==> config.mk <==
export PLATFORM = sky130hd
export DESIGN_NAME = spi_host_regs
export DESIGN_NICKNAME = d
export VERILOG_FILES = /design/src/rtl/spi_host_pkg.sv /design/src/rtl/spi_host_fifo.sv /design/src/rtl/spi_host_dp.sv /design/src/rtl/spi_host_ctrl.sv /design/src/rtl/spi_host_regs.sv
export SDC_FILE = /design/constraint.sdc
export NUM_CORES = 1
export LEC_CHECK = 0
export BUFFER_PORTS_ARGS = -buffer_cell sky130_fd_sc_hd__buf_2
export CAP_MARGIN = 20
export CORE_MARGIN = 5
export CORE_UTILIZATION = 51
export CTS_CLUSTER_DIAMETER = 60
export CTS_CLUSTER_SIZE = 20
export DETAILED_ROUTE_END_ITERATION = 10
export PLACE_DENSITY_LB_ADDON = 0.1
export SYNTH_ARGS = -nofsm -noshare
export SYNTH_HDL_FRONTEND = slang
export SYNTH_SLANG_ARGS = --single-unit
==> constraint.sdc <==
create_clock -name clk -period 3.8 [get_ports clk]
set_input_delay 0.38 -clock clk [delete_from_list [all_inputs] [get_ports clk]]
set_output_delay 0.38 -clock clk [all_outputs]
set_load 0.03 [all_outputs]
==> src/rtl/spi_host_pkg.sv <==
package spi_host_pkg;
  localparam int WORD_AW = 10;
  typedef logic [WORD_AW-1:0] wordAddr_t;

  localparam wordAddr_t OFS_CLKDIV  = wordAddr_t'(12'h000 >> 2);
  localparam wordAddr_t OFS_CLKMODE = wordAddr_t'(12'h004 >> 2);
  localparam wordAddr_t OFS_CSSEL   = wordAddr_t'(12'h010 >> 2);
  localparam wordAddr_t OFS_CSDFLT  = wordAddr_t'(12'h014 >> 2);
  localparam wordAddr_t OFS_CSMODE  = wordAddr_t'(12'h018 >> 2);
  localparam wordAddr_t OFS_DLYA    = wordAddr_t'(12'h028 >> 2);
  localparam wordAddr_t OFS_DLYB    = wordAddr_t'(12'h02C >> 2);
  localparam wordAddr_t OFS_FRAME   = wordAddr_t'(12'h040 >> 2);
  localparam wordAddr_t OFS_TXWIN   = wordAddr_t'(12'h048 >> 2);
  localparam wordAddr_t OFS_RXWIN   = wordAddr_t'(12'h04C >> 2);
  localparam wordAddr_t OFS_TXLVL   = wordAddr_t'(12'h050 >> 2);
  localparam wordAddr_t OFS_RXLVL   = wordAddr_t'(12'h054 >> 2);
  localparam wordAddr_t OFS_INTEN   = wordAddr_t'(12'h070 >> 2);
  localparam wordAddr_t OFS_INTPEND = wordAddr_t'(12'h074 >> 2);

  localparam logic [31:0] RST_CLKDIV = 32'h0000_0003;
  localparam logic [31:0] RST_DLYA   = 32'h0000_1001;
  localparam logic [31:0] RST_DLYB   = 32'h0000_0001;
  localparam logic [31:0] FLAG_TOP   = 32'h8000_0000;
  localparam int          FRAME_DIR_BIT = 3;

  typedef struct packed {
    logic       txPush;
    logic       rxPop;
    logic [7:0] pushByte;
  } strobe_t;
endpackage

==> src/rtl/spi_host_fifo.sv <==
module spi_host_fifo #(
  parameter int DEPTH = 8,
  parameter int W     = 8,
  localparam int PW   = $clog2(DEPTH),
  localparam int CW   = $clog2(DEPTH + 1)
) (
  input  logic          clk,
  input  logic          rstN,
  input  logic          push,
  input  logic          pop,
  input  logic [W-1:0]  wdata,
  output logic [W-1:0]  rdata,
  output logic [CW-1:0] count,
  output logic          full,
  output logic          empty
);
  logic [W-1:0]  mem [DEPTH];
  logic [PW-1:0] wrPtr, rdPtr;
  logic doPush, doPop;

  assign full   = (count == CW'(DEPTH));
  assign empty  = (count == '0);
  assign doPush = push && !full;
  assign doPop  = pop && !empty;
  assign rdata  = mem[rdPtr];

  function automatic logic [PW-1:0] nextPtr(input logic [PW-1:0] p);
    return (p == PW'(DEPTH - 1)) ? '0 : p + 1'b1;
  endfunction

  always_ff @(posedge clk) begin
    if (!rstN) begin
      wrPtr <= '0;
      rdPtr <= '0;
      count <= '0;
    end else begin
      if (doPush) begin
        mem[wrPtr] <= wdata;
        wrPtr      <= nextPtr(wrPtr);
      end
      if (doPop) rdPtr <= nextPtr(rdPtr);
      case ({doPush, doPop})
        2'b10:   count <= count + 1'b1;
        2'b01:   count <= count - 1'b1;
        default: count <= count;
      endcase
    end
  end

  assert_no_overflow_R3: assert property (@(posedge clk) disable iff (!rstN)
    count <= CW'(DEPTH));
  assert_drop_when_full_R3: assert property (@(posedge clk) disable iff (!rstN)
    (push && full && !pop) |=> (count == $past(count)));
endmodule

==> src/rtl/spi_host_dp.sv <==
module spi_host_dp import spi_host_pkg::*; #(
  parameter int DEPTH = 8,
  localparam int CW   = $clog2(DEPTH + 1)
) (
  input  logic          clk,
  input  logic          rstN,
  input  strobe_t       stb,
  input  logic          dirNoRx,
  output logic          txValid,
  output logic [7:0]    txByte,
  input  logic          txReady,
  input  logic          rxDone,
  input  logic [7:0]    rxByte,
  output logic [CW-1:0] txCount,
  output logic          txFull,
  output logic [CW-1:0] rxCount,
  output logic          rxEmpty,
  output logic [7:0]    rxHead
);
  logic txEmpty, rxFull;

  spi_host_fifo #(.DEPTH(DEPTH), .W(8)) u_txq (
    .clk(clk), .rstN(rstN),
    .push(stb.txPush), .pop(txValid && txReady),
    .wdata(stb.pushByte), .rdata(txByte),
    .count(txCount), .full(txFull), .empty(txEmpty)
  );

  assign txValid = !txEmpty;

  spi_host_fifo #(.DEPTH(DEPTH), .W(8)) u_rxq (
    .clk(clk), .rstN(rstN),
    .push(rxDone && !dirNoRx), .pop(stb.rxPop),
    .wdata(rxByte), .rdata(rxHead),
    .count(rxCount), .full(rxFull), .empty(rxEmpty)
  );

  assert_dir_gate_R5: assert property (@(posedge clk) disable iff (!rstN)
    (rxDone && dirNoRx && !stb.rxPop) |=> (rxCount == $past(rxCount)));
  assert_full_drop_R5: assert property (@(posedge clk) disable iff (!rstN)
    (rxDone && rxFull && !stb.rxPop) |=> (rxCount == $past(rxCount)));
  assert_pop_nonempty_R6: assert property (@(posedge clk) disable iff (!rstN)
    stb.rxPop |-> !rxEmpty);
endmodule

==> src/rtl/spi_host_ctrl.sv <==
module spi_host_ctrl import spi_host_pkg::*; #(
  parameter int DEPTH  = 8,
  parameter int NUM_CS = 2,
  localparam int CW    = $clog2(DEPTH + 1),
  localparam int LW    = $clog2(DEPTH),
  localparam int SW    = (NUM_CS > 1) ? $clog2(NUM_CS) : 1
) (
  input  logic              clk,
  input  logic              rstN,
  input  logic              busRe,
  input  logic              busWe,
  input  wordAddr_t         busWordAddr,
  input  logic [31:0]       busWdata,
  output logic [31:0]       busRdata,
  input  logic [CW-1:0]     txCount,
  input  logic              txFull,
  input  logic [CW-1:0]     rxCount,
  input  logic              rxEmpty,
  input  logic [7:0]        rxHead,
  output strobe_t           stb,
  output logic              dirNoRx,
  output logic              irq,
  output logic [NUM_CS-1:0] csOut
);
  logic [31:0]       clkDiv, clkMode, dlyA, dlyB, frame, intEn;
  logic [SW-1:0]     csSel;
  logic [NUM_CS-1:0] csDflt;
  logic [1:0]        csMode;
  logic [LW-1:0]     txLvl, rxLvl;
  logic [1:0]        pend;

  logic wrSel, wrDflt, wrMode, lvlOk, csUpdate;
  logic [1:0] modeNext;

  assign lvlOk   = busWdata < 32'(DEPTH);
  assign wrSel   = busWe && busWordAddr == OFS_CSSEL  && busWdata < 32'(NUM_CS);
  assign wrDflt  = busWe && busWordAddr == OFS_CSDFLT && (busWdata >> NUM_CS) == 32'd0;
  assign wrMode  = busWe && busWordAddr == OFS_CSMODE && busWdata <= 32'd3;
  assign csUpdate = wrSel || wrMode;
  assign modeNext = wrMode ? busWdata[1:0] : csMode;

  always_ff @(posedge clk) begin
    if (!rstN) begin
      clkDiv  <= RST_CLKDIV;
      clkMode <= '0;
      dlyA    <= RST_DLYA;
      dlyB    <= RST_DLYB;
      frame   <= '0;
      intEn   <= '0;
      csSel   <= '0;
      csDflt  <= '1;
      csMode  <= '0;
      txLvl   <= '0;
      rxLvl   <= '0;
    end else begin
      if (busWe) begin
        case (busWordAddr)
          OFS_CLKDIV:  clkDiv  <= busWdata;
          OFS_CLKMODE: clkMode <= busWdata;
          OFS_DLYA:    dlyA    <= busWdata;
          OFS_DLYB:    dlyB    <= busWdata;
          OFS_FRAME:   frame   <= busWdata;
          OFS_INTEN:   intEn   <= busWdata;
          OFS_TXLVL:   if (lvlOk) txLvl <= busWdata[LW-1:0];
          OFS_RXLVL:   if (lvlOk) rxLvl <= busWdata[LW-1:0];
          default: ;
        endcase
      end
      if (wrSel)  csSel  <= busWdata[SW-1:0];
      if (wrDflt) csDflt <= busWdata[NUM_CS-1:0];
      if (wrMode) csMode <= busWdata[1:0];
    end
  end

  for (genvar i = 0; i < NUM_CS; i++) begin : g_csLine
    always_ff @(posedge clk) begin
      if (!rstN)                      csOut[i] <= 1'b1;
      else if (csUpdate && csDflt[i]) csOut[i] <= (modeNext == 2'd0);
    end
  end

  assign pend[0] = txCount < CW'(txLvl);
  assign pend[1] = rxCount > CW'(rxLvl);
  assign irq     = |(pend & intEn[1:0]);
  assign dirNoRx = frame[FRAME_DIR_BIT];

  always_comb begin
    stb          = '0;
    stb.pushByte = busWdata[7:0];
    stb.txPush   = busWe && busWordAddr == OFS_TXWIN && !txFull;
    stb.rxPop    = busRe && busWordAddr == OFS_RXWIN && !rxEmpty;
  end

  always_comb begin
    case (busWordAddr)
      OFS_CLKDIV:  busRdata = clkDiv;
      OFS_CLKMODE: busRdata = clkMode;
      OFS_CSSEL:   busRdata = 32'(csSel);
      OFS_CSDFLT:  busRdata = 32'(csDflt);
      OFS_CSMODE:  busRdata = 32'(csMode);
      OFS_DLYA:    busRdata = dlyA;
      OFS_DLYB:    busRdata = dlyB;
      OFS_FRAME:   busRdata = frame;
      OFS_TXWIN:   busRdata = txFull ? FLAG_TOP : 32'd0;
      OFS_RXWIN:   busRdata = rxEmpty ? FLAG_TOP : {24'd0, rxHead};
      OFS_TXLVL:   busRdata = 32'(txLvl);
      OFS_RXLVL:   busRdata = 32'(rxLvl);
      OFS_INTEN:   busRdata = intEn;
      OFS_INTPEND: busRdata = {30'd0, pend};
      default:     busRdata = 32'd0;
    endcase
  end

  assert_lvl_reject_R9: assert property (@(posedge clk) disable iff (!rstN)
    (busWe && busWordAddr == OFS_TXLVL && busWdata >= 32'(DEPTH)) |=> $stable(txLvl));
  assert_rxlvl_reject_R9: assert property (@(posedge clk) disable iff (!rstN)
    (busWe && busWordAddr == OFS_RXLVL && busWdata >= 32'(DEPTH)) |=> $stable(rxLvl));
  assert_mode_reject_R10: assert property (@(posedge clk) disable iff (!rstN)
    (busWe && busWordAddr == OFS_CSMODE && busWdata > 32'd3) |=> $stable(csMode));
  assert_cs_hold_R11: assert property (@(posedge clk) disable iff (!rstN)
    !(busWe && (busWordAddr == OFS_CSSEL || busWordAddr == OFS_CSMODE)) |=> $stable(csOut));
endmodule

==> src/rtl/spi_host_regs.sv <==
module spi_host_regs import spi_host_pkg::*; #(
  parameter int FIFO_DEPTH = 8,
  parameter int NUM_CS     = 2,
  localparam int CW        = $clog2(FIFO_DEPTH + 1)
) (
  input  logic               clk,
  input  logic               rstN,
  input  logic               busRe,
  input  logic               busWe,
  input  logic [WORD_AW-1:0] busWordAddr,
  input  logic [31:0]        busWdata,
  output logic [31:0]        busRdata,
  output logic               irq,
  output logic               txValid,
  output logic [7:0]         txByte,
  input  logic               txReady,
  input  logic               rxDone,
  input  logic [7:0]         rxByte,
  output logic [NUM_CS-1:0]  csOut
);
  strobe_t       stb;
  logic          dirNoRx, txFull, rxEmpty;
  logic [CW-1:0] txCount, rxCount;
  logic [7:0]    rxHead;

  spi_host_ctrl #(.DEPTH(FIFO_DEPTH), .NUM_CS(NUM_CS)) u_ctrl (
    .clk(clk), .rstN(rstN),
    .busRe(busRe), .busWe(busWe), .busWordAddr(busWordAddr),
    .busWdata(busWdata), .busRdata(busRdata),
    .txCount(txCount), .txFull(txFull), .rxCount(rxCount),
    .rxEmpty(rxEmpty), .rxHead(rxHead),
    .stb(stb), .dirNoRx(dirNoRx), .irq(irq), .csOut(csOut)
  );

  spi_host_dp #(.DEPTH(FIFO_DEPTH)) u_dp (
    .clk(clk), .rstN(rstN), .stb(stb), .dirNoRx(dirNoRx),
    .txValid(txValid), .txByte(txByte), .txReady(txReady),
    .rxDone(rxDone), .rxByte(rxByte),
    .txCount(txCount), .txFull(txFull), .rxCount(rxCount),
    .rxEmpty(rxEmpty), .rxHead(rxHead)
  );
endmodule

### Word-level counts from Yosys, hierarchy flattened

Memory sizes are Yosys's and may differ from the RTL's. A register that Yosys moved wholly into a read port is not among the register bits.
Cells that the tools add are included.

* bits in registers: 225
* memory bits (writable): 128
* input port bits: 56
* output and inout bits: 44
* logic and storage cells: 118
* memories: 2

* $add $sub $neg: 8
* magnitude comparators: 5
* equal/unequal tests: 23
* muxes and demuxes: 20
* bitwise logic cells: 1
* reductions and logical operators: 40

Memories
* u_dp.u_rxq.mem: words 8, bits a word 8, rd ports 1, clocked after Yosys merged registers in 1, write ports 1, line spi_host_fifo.sv:17 `logic [W-1:0] mem [DEPTH];`
* u_dp.u_txq.mem: words 8, bits a word 8, rd ports 1, clocked after Yosys merged registers in 1, write ports 1, line spi_host_fifo.sv:17

Operator list (count)
* $pmux W32 S14: 1
* $eq A10 B5 Y1 const B: 7
* $mux W32: 2
* $le A32 B2 Y1 const B: 1
* $logic_not A32 Y1: 1
* $lt A32 B2 Y1 const B: 1
* $lt A32 B4 Y1 const B: 1
* $eq A10 B3 Y1 const B: 3
* $mux W3: 8
* $eq A10 B4 Y1 const B: 2
* $logic_and A1 B1 Y1: 18
* $pmux W4 S2: 2
* $add A3 B1 Y3 const B: 4
* $eq A3 B3 Y1 const B: 4
* $reduce_and A2 Y1: 6
* $eq A10 B1 Y1 const B: 1
* $logic_not A10 Y1: 1
* $add A4 B1 Y4 const B: 2
* $eq A4 B4 Y1 const B: 2
* $logic_not A4 Y1: 2
* $sub A4 B1 Y4 const B: 2
* $mux W1: 6
* $reduce_and A3 Y1: 2
* $logic_not A1 Y1: 5
* 10 further kinds: 13

### Depth between registers and ports, before layout

* depth in word-level cells: 7
* depth in mapped cells: 11
* mapped depth without buffers: 11

### Modules after synthesis

Synthesis repeated with hierarchy kept, for this count alone.

* cells, all modules: 1516
* area, all modules: 15850.2 um2

By module, submodules not included
* spi_host_ctrl: times used 1, cells each 1163, area an instance 9439.1 um2, sequential area each 4103.9 um2
* spi_host_fifo (u_dp.u_rxq): times used 1, cells each 176, area an instance 3223.1 um2, sequential area each 2182.1 um2
* spi_host_fifo (u_dp.u_txq): times used 1, cells each 174, area an instance 3164.3 um2, sequential area each 2182.1 um2
* spi_host_dp: times used 1, cells each 3, area an instance 23.8 um2, sequential area each 0.0 um2

### Worst setup path before layout

No wires, ideal clock.

* kind: input-to-reg
* from: in busWordAddr[3]
* to: reg u_dp.u_txq.count[2]
* library setup time: 0.076 ns
* arrival time: 2.701 ns
* setup slack: 1.023 ns
* stages on the path: 11
* cell sequence: or4_4 > nor2_2 > and4_1 > inv_1 > ha_1 > xor2_1 > ha_1 > a21oi_1 > xor2_1 > or3_1 > a21boi_0

* longest elaborated chain between the ends: 6

Ends and longest elaborated chain
* start, declared: line spi_host_regs.sv:10 `input logic [WORD_AW-1:0] busWordAddr,`
* $eq A10 B5 Y1 (*): line spi_host_ctrl.sv:90 `stb.txPush = busWe && busWordAddr == OFS_TXWIN && !txFull;`
* $logic_and A1 B1 Y1 (*) (2 in a row): line spi_host_ctrl.sv:90
* $logic_and A1 B1 Y1 (*): line spi_host_fifo.sv:23 `assign doPush = push && !full;`
* $eq A2 B1 Y1 or $eq A2 B2 Y1 (tied branches): line spi_host_fifo.sv:42 `case ({doPush, doPop})`
* $pmux W4 S2 or $reduce_bool A2 Y1 (tied branches)
* end signal, assigned: line spi_host_fifo.sv:43 `2'b10: count <= count + 1'b1;`
* end signal, assigned: line spi_host_fifo.sv:44 `2'b01: count <= count - 1'b1;`
* end signal, assigned: line spi_host_fifo.sv:45 `default: count <= count;`
* end, declared: line spi_host_fifo.sv:13 `output logic [CW-1:0] count,`

Every way passes the cells marked *; elsewhere a longest branch is shown, timed or not.
A chain may end at the register's enable or synchronous reset.

### Worst setup path in the final report

* from: reg u_dp.u_rxq.count[1]
* to: out busRdata[0]

* longest elaborated chain between the ends: 3

Ends and longest elaborated chain
* start, declared: line spi_host_fifo.sv:13
* start signal, assigned: line spi_host_fifo.sv:43
* start signal, assigned: line spi_host_fifo.sv:44
* start signal, assigned: line spi_host_fifo.sv:45
* $logic_not A4 Y1: line spi_host_fifo.sv:22 `assign empty = (count == '0);`
* $mux W32: line spi_host_ctrl.sv:105 `OFS_RXWIN: busRdata = rxEmpty ? FLAG_TOP : {24'd0, rxHead};`
* $pmux W32 S14: line spi_host_ctrl.sv:95 `case (busWordAddr)`
* end, declared: line spi_host_regs.sv:12 `output logic [31:0] busRdata,`

Every way passes these cells.

==> load_flow_metrics.sql <==
INSERT INTO impl_metrics (metric_group, metric, value, unit) VALUES
('timing', 'report.final.hold_viol_count', '0', ''),
('timing', 'finalCriticalPeriod', '3.26', 'ns'),
('die', 'die_height', '184', 'µm'),
('routing', 'drc_errors', '0', ''),
('die', 'fp.coreArea', '29800', 'µm²'),
('routing', 'post_drt_via_cell_ratio', '5.69', ''),
('die', 'total_i_o_pin_count', '100', ''),
('critical_path', 'critPathBufInv', '1', ''),
('synth', 'post_syn_area', '15500', 'µm²'),
('synth', 'ys_seq_area_share', '54.7', '%'),
('cts', 'cts_sinks', '359', ''),
('timing', 'worst_slew_margin_rel', '39.0', '%'),
('layout', 'drive_gt1_share', '16.0', '%'),
('timing', 'rsz0062_at_grt', 'no', ''),
('routing', 'antenna_violating_nets_post_route', '0', ''),
('power_and_ir_drop', 'comb_power_share', '3.2', '%'),
('cts', 'clock_latency_of_the_later_clocked_register_in_the_worst_skew_pair', '0.55', 'ns'),
('routing', 'num_vias', '11200', ''),
('cts', 'htreeDepth', '1', ''),
('routing', 'routed_wire_length_per_instance', '20.0', 'µm'),
('cts', 'cts-buffers-inserted', '29', ''),
('die', 'die_area', '33900', 'µm²'),
('timing', 'worst_slew_pin_slew', '0.911', 'ns'),
('status', 'outcome', 'complete, no violations', ''),
('synth', 'async_flop_share', '0', '%'),
('grt', 'vias_in_the_first_global_route', '10900', ''),
('layout', 'stdcell_area', '17400', 'µm²'),
('power_and_ir_drop', 'total_power', '7.54', 'mW'),
('layout', 'post-route-util', '58.4', '%'),
('power_and_ir_drop', 'power.share.clock', '43.9', '%'),
('grt', 'grt_max_degree', '181', ''),
('critical_path', 'timing.critical_path.max_delay_family', 'simple AND/OR/NAND/NOR gates', ''),
('die', 'initial_core_util', '51.9', '%'),
('timing', 'setup_tns', '0', 'ns'),
('cts', 'cts.repair_timing.setup_buffer_count', '0', ''),
('cts', 'clk_transition_reported_paths', '0.08', 'ns'),
('min_path', 'holdCritPathClass', 'in2reg', ''),
('timing', 'finalSetupViolCount', '0', ''),
('power_and_ir_drop', 'part_of_the_power_in_registers', '52.9', '%'),
('placement', 'hpwlAfterDp', '25300', 'µm'),
('flow_run', 'maxCapViolations', '0', ''),
('cts', 'hold_buffers', '0', ''),
('power_and_ir_drop', 'p_per_area', '433', 'nW/µm²'),
('timing', 'final.period_utilization', '85.8', '%'),
('power_and_ir_drop', 'ir_worst_vdd', '349', 'µV'),
('layout', 'layout.nets', '1631', ''),
('power_and_ir_drop', 'internal-power', '5.85', 'mW'),
('critical_path', 'end_kind', 'output pin', ''),
('synth', 'synth_edf_count', '128', ''),
('grt', 'wire_length_of_the_first_global_routing_pass', '61700', 'µm'),
('synth', 'synth.avg_cell_area', '10.5', 'µm²'),
('synth', 'yosys.cell_types.count', '64', ''),
('grt', 'gr-usage-all-layers', '22.7', '%'),
('synth', 'syn_nets', '1555', ''),
('critical_path', 'crit_chain', 'nor4_1 -> nand3b_1 -> nor2_1 -> or4_1 -> buf_2', ''),
('cts', 'post_cts.resized_instances', '0', ''),
('power_and_ir_drop', 'p_sw', '1.69', 'mW'),
('die', 'floorplan.die.width', '184', 'µm'),
('critical_path', 'required', '3.42', 'ns'),
('grt', 'globalRoute.totalOverflow', '0', ''),
('synth', 'synth.ff_latch_count', '359', ''),
('power_and_ir_drop', 'sw_frac_of_total', '22.4', '%'),
('critical_path', 'critical_path.slowest_cell', 'sky130_fd_sc_hd__nor4_1', ''),
('cts', 'cts.root.buffer_cell', 'sky130_fd_sc_hd__clkbuf_16', ''),
('placement', 'routabilityCongestion', '0.867', ''),
('critical_path', 'worst_ep_arrival_time', '2.88', 'ns'),
('critical_path', 'critical-path-max-stage-delay', '0.59', 'ns'),
('timing', 'slew_viol_final', '0', ''),
('cts', 'clock_tree.buffer_depth', '3', ''),
('critical_path', 'timing.critical_path.fanout_max', '8', ''),
('routing', 'dr.first_iter.drc_count', '1080', '');
[per-stage QoR]
| stage | hold slack [ns] | setup WS [ns] | cells |
|---|---|---|---|
| 2_1_floorplan | 0.430 | 1.02 | 1480 |
| 3_3_place_gp | 0.439 | 0.618 | 1915 |
| 3_5_place_dp | 0.444 | 0.582 | 1915 |
| 4_1_cts | 0.0822 | 0.503 | 1968 |
| 5_1_grt | 0.0933 | 0.387 | 1968 |
| 6_report | 0.0987 | 0.538 | 1969 |
[cell families (layout without fill, tap and decap cells)]
logic type	after synthesis	in the layout	share of synthesized area, %
compound gates	332	332	16.0
buf+inv	117	215	3.66
simple gates	581	581	16.8
mux	64	64	6.80
fa+ha+maj	19	19	1.54
other cells	0	1	0
flops	359	359	54.7
xor+xnor	8	8	0.453
[synth_stat cells, types with 7 or more instances]
| master | number | area (µm²) |
|---|---|---|
| sky130_fd_sc_hd__nand2_1 | 418 | 1570 |
| sky130_fd_sc_hd__a21oi_1 | 13 | 65.1 |
| sky130_fd_sc_hd__a22o_1 | 7 | 61.3 |
| sky130_fd_sc_hd__edfxtp_1 | 128 | 3840 |
| sky130_fd_sc_hd__mux2_2 | 8 | 90.1 |
| sky130_fd_sc_hd__clkbuf_1 | 60 | 225 |
| sky130_fd_sc_hd__inv_1 | 14 | 52.6 |
| sky130_fd_sc_hd__nor2b_1 | 18 | 113 |
| sky130_fd_sc_hd__nand3b_1 | 7 | 52.6 |
| sky130_fd_sc_hd__o21ai_0 | 7 | 35.0 |
| sky130_fd_sc_hd__ha_1 | 19 | 238 |
| sky130_fd_sc_hd__and2_1 | 10 | 62.6 |
| sky130_fd_sc_hd__a21boi_0 | 67 | 503 |
| sky130_fd_sc_hd__dfxtp_1 | 231 | 4620 |
| sky130_fd_sc_hd__mux2i_1 | 24 | 240 |
| sky130_fd_sc_hd__nor3_1 | 11 | 55.1 |
| sky130_fd_sc_hd__nor2_1 | 20 | 75.1 |
| sky130_fd_sc_hd__a21boi_1 | 129 | 968 |
| sky130_fd_sc_hd__a22oi_1 | 83 | 623 |
| sky130_fd_sc_hd__nand2b_1 | 7 | 43.8 |
| sky130_fd_sc_hd__mux4_2 | 32 | 721 |
| sky130_fd_sc_hd__nand3_1 | 40 | 200 |
| sky130_fd_sc_hd__nor4_1 | 10 | 62.6 |
| sky130_fd_sc_hd__buf_2 | 17 | 85.1 |
| sky130_fd_sc_hd__buf_4 | 16 | 120 |
[state kept, by name (all words and copies together) (netlist names), 4 cells and up, named ones only]
register and flops:
u_ctrl.clkDiv 32, u_ctrl.clkMode 32, u_ctrl.dlyA 32, u_ctrl.dlyB 32, u_ctrl.frame 32, u_ctrl.intEn 32, u_dp.u_rxq.count 4, u_dp.u_rxq.mem 64
u_dp.u_txq.count 4, u_dp.u_txq.mem 64
[final timing paths]
path / slack (ns) / startpoint / cells past startpoint / end
hold reg to reg: 0.45 / u_ctrl.intEn[22] / 2 / u_ctrl.intEn[22]
setup / recovery: 0.54 / u_dp.u_rxq.count[1] / 5 / busRdata[0]
setup reg to reg: 1.01 / u_dp.u_rxq.count[1] / 10 / u_dp.u_rxq.count[2]
hold / removal: 0.1 / rxByte[6] / 1 / u_dp.u_rxq.mem[2][6]
[metal layers]
layer  wire [µm]  up-vias  part of all wire [%]  track usage, %
li1            -     5419                     -               -
met1       18400     5454                    47            34.3
met2       18400      292                    47            36.0
met3        2180       34                   5.5            2.76
met4         449        0                   1.1            3.79
met5           0        -                     0               0
[power groups by stage]
stage	Combinational, mW	Clock (mW)	Sequential, mW
final	0.240	3.31	3.99
after global routing	0.258	3.53	3.99
after CTS	0.240	3.37	3.99
after detailed placement	0.239	0	4.08
after global placement	0.236	0	4.08
after floorplan	0.112	0	4.08
[area by class of cell]
cell class                 count  area (µm²)
clock inverter                20         294
timing repair buffer         148         916
clock buffer                  33         761
tap                          390         488
sequential                   359        8470
antenna                        1        2.50
fill                        2519       12400
inverter                      14        52.6
multi-input combinational   1004        6430
[placed cells by master (no fill, tap or decap), types with 14 or more instances in the layout]
cell type                   count
sky130_fd_sc_hd__clkbuf_16     29
sky130_fd_sc_hd__nand2_1      418
sky130_fd_sc_hd__a21boi_0      67
sky130_fd_sc_hd__nand3_1       40
sky130_fd_sc_hd__edfxtp_1     128
sky130_fd_sc_hd__buf_4         46
sky130_fd_sc_hd__inv_1         14
sky130_fd_sc_hd__a22oi_1       83
sky130_fd_sc_hd__dfxtp_1      231
sky130_fd_sc_hd__mux4_2        32
sky130_fd_sc_hd__nor2b_1       18
sky130_fd_sc_hd__nor2_1        20
sky130_fd_sc_hd__buf_2         98
sky130_fd_sc_hd__ha_1          19
sky130_fd_sc_hd__mux2i_1       24
sky130_fd_sc_hd__a21boi_1     129
No activity file was read; power rests on OpenSTA's default activity.
